[src/rtl/bsa_pkg.sv]
package bsa_pkg;

  typedef enum logic [1:0] {
    SH_IDLE = 2'd0,
    SH_REQ  = 2'd1,
    SH_ENG  = 2'd2,
    SH_CPU  = 2'd3
  } share_state_t;

  // inactive-to-active transition between two enabled samples
  function automatic logic strobe_rise(input logic cur, input logic prev);
    return cur & ~prev;
  endfunction

  function automatic logic quota_met(input int unsigned cnt, input int unsigned quota);
    return cnt >= quota;
  endfunction

  function automatic logic slot_active(input share_state_t st);
    return (st == SH_ENG) || (st == SH_CPU);
  endfunction

endpackage

[src/rtl/bsa_strobe_edge.sv]
module bsa_strobe_edge (
  input  logic clk,
  input  logic rst_n,
  input  logic ce,
  input  logic cur,
  input  logic reload,
  input  logic reload_val,
  output logic rise
);
  import bsa_pkg::*;

  logic prev_q;

  always_ff @(posedge clk or negedge rst_n) begin
    if (!rst_n)      prev_q <= 1'b0;
    else if (ce)     prev_q <= reload ? reload_val : cur;
  end

  assign rise = strobe_rise(cur, prev_q);

endmodule

[src/rtl/bsa_share_count.sv]
module bsa_share_count #(
  parameter int unsigned QUOTA = 64,
  parameter int unsigned CNT_W = $clog2(QUOTA + 1)
) (
  input  logic             clk,
  input  logic             rst_n,
  input  logic             ce,
  input  logic             clear,
  input  logic             inc,
  output logic [CNT_W-1:0] cnt,
  output logic             full
);
  import bsa_pkg::*;

  logic [CNT_W-1:0] cnt_q;

  assign full = quota_met(int'(cnt_q), QUOTA);

  always_ff @(posedge clk or negedge rst_n) begin
    if (!rst_n)              cnt_q <= '0;
    else if (ce && clear)    cnt_q <= '0;
    else if (ce && inc && !full) cnt_q <= cnt_q + 1'b1;
  end

  assign cnt = cnt_q;

  p_no_overflow_r9: assert property (@(posedge clk) disable iff (!rst_n)
    int'(cnt_q) <= QUOTA);

  p_step_one_r3: assert property (@(posedge clk) disable iff (!rst_n)
    (cnt_q != $past(cnt_q)) |-> ((cnt_q == $past(cnt_q) + 1'b1) || (cnt_q == '0)));

  p_hold_off_enable_r3: assert property (@(posedge clk) disable iff (!rst_n)
    !$past(ce) |-> $stable(cnt_q));

endmodule

[src/rtl/bus_share_arbiter.sv]
module bus_share_arbiter #(
  parameter int unsigned QUOTA = 64,
  parameter int unsigned CNT_W = $clog2(QUOTA + 1)
) (
  input  logic             clk,
  input  logic             rst_n,
  input  logic             clk_en,
  input  logic             start_req,
  input  logic             xfer_done,
  input  logic             cpu_strobe,
  input  logic             eng_strobe,
  output logic             bus_req,
  output logic             bus_grant,
  output logic [CNT_W-1:0] access_cnt
);
  import bsa_pkg::*;

  share_state_t state_q, state_d;
  logic sel_strobe, new_strobe, strobe_rise_w, quota_full, switch_w, count_inc;

  assign sel_strobe = (state_q == SH_ENG) ? eng_strobe : cpu_strobe;

  always_comb begin
    state_d = state_q;
    unique case (state_q)
      SH_IDLE: if (start_req) state_d = SH_REQ;
      SH_REQ:  if (xfer_done) state_d = SH_IDLE;
               else if (!cpu_strobe) state_d = SH_ENG;
      SH_ENG:  if (xfer_done) state_d = SH_IDLE;
               else if (quota_full && !eng_strobe) state_d = SH_CPU;
      SH_CPU:  if (xfer_done) state_d = SH_IDLE;
               else if (quota_full && !cpu_strobe) state_d = SH_ENG;
      default: state_d = SH_IDLE;
    endcase
  end

  assign switch_w   = clk_en && (state_d != state_q);
  assign new_strobe = (state_d == SH_ENG) ? eng_strobe : cpu_strobe;
  assign count_inc  = slot_active(state_q) && strobe_rise_w;

  always_ff @(posedge clk or negedge rst_n) begin
    if (!rst_n)      state_q <= SH_IDLE;
    else if (clk_en) state_q <= state_d;
  end

  bsa_strobe_edge u_edge (
    .clk        (clk),
    .rst_n      (rst_n),
    .ce         (clk_en),
    .cur        (sel_strobe),
    .reload     (switch_w),
    .reload_val (new_strobe),
    .rise       (strobe_rise_w)
  );

  bsa_share_count #(.QUOTA(QUOTA), .CNT_W(CNT_W)) u_count (
    .clk   (clk),
    .rst_n (rst_n),
    .ce    (clk_en),
    .clear (switch_w),
    .inc   (count_inc),
    .cnt   (access_cnt),
    .full  (quota_full)
  );

  assign bus_grant = (state_q == SH_ENG);
  assign bus_req   = (state_q == SH_REQ) || ((state_q == SH_CPU) && quota_full);

  p_grant_on_idle_cpu_r2: assert property (@(posedge clk) disable iff (!rst_n)
    $rose(bus_grant) |-> $past(clk_en && !cpu_strobe));

  p_release_on_idle_eng_r6: assert property (@(posedge clk) disable iff (!rst_n)
    $fell(bus_grant) |-> $past(clk_en && (!eng_strobe || xfer_done)));

  p_req_grant_exclusive_r7: assert property (@(posedge clk) disable iff (!rst_n)
    !(bus_req && bus_grant));

  p_idle_no_count_r8: assert property (@(posedge clk) disable iff (!rst_n)
    (state_q == SH_IDLE) |-> (access_cnt == '0));

endmodule

[config.mk]
export PLATFORM = sky130hd
export DESIGN_NAME = bus_share_arbiter
export DESIGN_NICKNAME = d
export VERILOG_FILES = /design/src/rtl/bsa_pkg.sv /design/src/rtl/bsa_strobe_edge.sv /design/src/rtl/bsa_share_count.sv /design/src/rtl/bus_share_arbiter.sv
export SDC_FILE = /design/constraint.sdc
export NUM_CORES = 1
export LEC_CHECK = 0
export BUFFER_PORTS_ARGS = -buffer_cell sky130_fd_sc_hd__buf_2
export CAP_MARGIN = 40
export CORE_AREA = 5 5 42 44
export CTS_CLUSTER_SIZE = 12
export DETAILED_ROUTE_END_ITERATION = 7
export DIE_AREA = 0 0 47 49
export HOLD_SLACK_MARGIN = 0.15
export PLACE_DENSITY = 0.78
export SLEW_MARGIN = 20
export SYNTH_ARGS = -nofsm -noshare
export SYNTH_HDL_FRONTEND = slang
export SYNTH_HIERARCHICAL = 1
export SYNTH_SLANG_ARGS = --single-unit
export TNS_END_PERCENT = 100
[constraint.sdc]
create_clock -name clk -period 2.8 [get_ports clk]
set_input_delay 0.56 -clock clk [delete_from_list [all_inputs] [get_ports clk]]
set_output_delay 0.56 -clock clk [all_outputs]
set_load 0.01 [all_outputs]
==> metrics.cfg <==
[status]
status = complete, no violations

[critical_path]
critPathBufInv = 0
cp_common_cell = nor2b_1
path_delay_family = simple AND/OR/NAND/NOR gates
cp.required_ns = 2.99
path_cells = nor2b_1 > mux2_2 > nor2b_1 > and2_1 > nor2b_2 > o2111ai_1 > mux2i_1
cp-end-kind = flip-flop
critPathMaxFanout = 10
slowest_delay_ns = 0.48
cp_data_arrival_time_ns = 2.26
startpoint_type = flip-flop
cpMaxStageDelayCell = dfrtp_1
critical_path_class = reg2reg

[routing]
detailroute.wirelength.met3_um = 97
route.met2.wl_um = 670
via_per_inst = 5.68
drt_wl_total_um = 1480
ant_nets = 0
top_layer = met4
wl_met1_um = 692
dr.pass1.iters = 4
wl_per_cell_um = 13.3
route.detailed.drc = 0
drt_iter0_markers = 21
num_vias = 631

[global_route]
grt_pass1_wl_um = 2390
antenna_found_initial = 0
grt_usage = 0.142
grt_pass1_vias = 568
grt_max_degree = 16
grt_overflow = 0

[sta]
max_freq_mhz = 483
worstMarginPinSlew_ns = 0.267
rsz0062_at_grt = no
period_share = 0.740
clock_skew_ns = 0.000998
slew_violations = 0
tns_ns = 0
hold_violations = 0
timing.final.crit_period_ns = 2.07
slew_headroom = 0.822
setup_viol = 0

[power_and_ir_drop]
vdd.ir_drop.worst_mv = 0.314
powerDensity_nw_per_um2 = 740
p_leak_nw = 0.432

[floorplan]
dieArea_um2 = 2300
die_y_um = 49
floorplan.initialDensity = 0.504
row_count = 14
fp.dieW_um = 47
core_area_um2 = 1400
ios = 16

[synth]
yosysTopAreaCell = dfrtp_1
syn_nets = 87
synth_top_cell_area_share = 0.355
ys_warn_count = 6
ys_seq_area_frac = 0.355
synth_seq_cells = 10
synth_cell_type_count = 37
syn_area_um2 = 706
syn_inst = 78
avgSynthCellArea_um2 = 9.05
synth_area_leaders = dfrtp_1, nor2b_1, mux2i_1, a21oi_1, ha_1

[clock_tree]
postCtsSetupBuffers = 0
h-tree-depth = 1
clk_pin_slew_ns = 0.07
cts.sinks = 10
cts_root_buf = clkbuf_4
cts_max_path_buffers = 2
cts_buffers = 3
tritoncts = yes
clkLatencyLatePin_ns = 0.26

[place]
dp_hpwl_um = 1070
place_congestion = 0.895
io_buffers = 15

[layout]
area_delta_synth_final_pct = 17.6
finalNetCount = 105
final_layout_size_suffix_gt1_frac = 0.253
final_util = 0.592
diodes = 0

[min_path]
hold_class = in2reg

[run]
cap_violations = 0

worst paths after layout:
| check | start | depth (start not counted) | slack (ns) | to |
|---|---|---|---|---|
| min | xfer_done | 2 | 0.52 | state_q[1] |
| min reg2reg | u_edge/prev_q | 2 | 0.53 | u_edge/prev_q |
| max reg2reg | state_q[1] | 7 | 0.73 | u_count/cnt[5] |
| min in group asynchronous | rst_n | 2 | 0.68 | u_count/cnt[4] |
| max | state_q[1] | 7 | 0.73 | u_count/cnt[5] |
| max in group asynchronous | rst_n | 2 | 1.92 | u_count/cnt[2] |
routing by layer:
layer,vias up,GRT usage
li1,313,-
met1,293,0.180
met2,23,0.208
met3,2,0.0221
met4,0,0.101
met5,-,0
metrics by stage:
stage / hold slack, ns / total power [mW] / area (µm²) / instances / worst slack [ns]
3_3_place_gp: 0.435 / 0.477 / 783 / 106 / 0.776
6_report: 0.519 / 0.614 / 830 / 111 / 0.728
5_1_grt: 0.520 / 0.662 / 830 / 111 / 0.592
4_1_cts: 0.511 / 0.617 / 830 / 111 / 0.723
2_1_floorplan: 0.264 / 0.405 / 706 / 78 / 0.737
3_5_place_dp: 0.436 / 0.484 / 783 / 106 / 0.750
sequential cells by signal, summed over array words and instances, names as in the netlist:
signal	flops
u_edge/prev_q	1
u_count/cnt	7
state_q	2
power by group:
| part | switching, mW | total (mW) | internal (mW) |
|---|---|---|---|
| clock | 0.0506 | 0.130 | 0.0790 |
| combinational | 0.132 | 0.244 | 0.113 |
| sequential | 0.0573 | 0.240 | 0.183 |
cell usage after synthesis:
master     number
a21o_1          2
a21oi_1         5
o2111ai_1       1
inv_1           6
nand2b_1        4
and3_1          1
a22oi_1         1
nand3b_4        1
and4_1          1
nor2b_1         5
and2_1          2
o21ai_0         3
clkbuf_1        1
dfrtp_1        10
o22a_1          1
a21boi_1        1
o21a_1          1
nor2_1          2
a31oi_1         1
buf_6           1
nor2b_2         1
o32ai_1         1
or3_1           1
inv_2           1
nor3_1          2
o22ai_1         3
mux2i_1         3
o211ai_1        1
o31a_1          1
nand3_1         1
nand3b_1        2
nand2_1         4
ha_1            2
mux2_2          1
o2111a_1        1
a32o_1          1
buf_2           2
cell usage in the layout (no fill, tap or decap), types with 2 or more instances in the layout:
master,Yosys,layout
buf_2,2,15
nor3_1,2,2
mux2i_1,3,3
clkbuf_4,0,3
a21o_1,2,2
nand2_1,4,4
nor2_1,2,2
ha_1,2,2
dfrtp_1,10,10
nor2b_1,5,5
o21ai_0,3,3
inv_1,6,6
a21oi_1,5,5
nand3b_1,2,2
nand2b_1,4,4
and2_1,2,2
o22ai_1,3,3
cell type report:
| type | count | area [µm²] |
|---|---|---|
| clock buffer | 4 | 36.3 |
| fill | 136 | 572 |
| inverter | 7 | 26.3 |
| multi-input combinational | 57 | 404 |
| sequential | 10 | 250 |
| tap | 16 | 20.0 |
| timing repair buffer | 17 | 92.6 |
logic make-up after synthesis:
| logic type | after synthesis | share of synthesized area |
|---|---|---|
| multiplexers | 4 | 0.0585 |
| buffers and inverters | 11 | 0.0727 |
| AO/OA/AOI/OAI | 24 | 0.236 |
| adder cells (fa/ha/maj) | 2 | 0.0355 |
| flip-flops | 10 | 0.355 |
| AND/OR/NAND/NOR | 27 | 0.243 |
worst register-to-register path: stages, from the launching register on:
cell and delay (ns):
dfrtp_1 0.48, nor2b_1 0.21, mux2_2 0.36, nor2b_1 0.13, and2_1 0.19, nor2b_2 0.20, o2111ai_1 0.22, mux2i_1 0.21
repair_timing:
action                    CTS  global route
hold buffers                1             0
gates resized for setup     0             0
hold endpoints to repair   10             0
No activity file was read; power rests on OpenSTA's default activity.
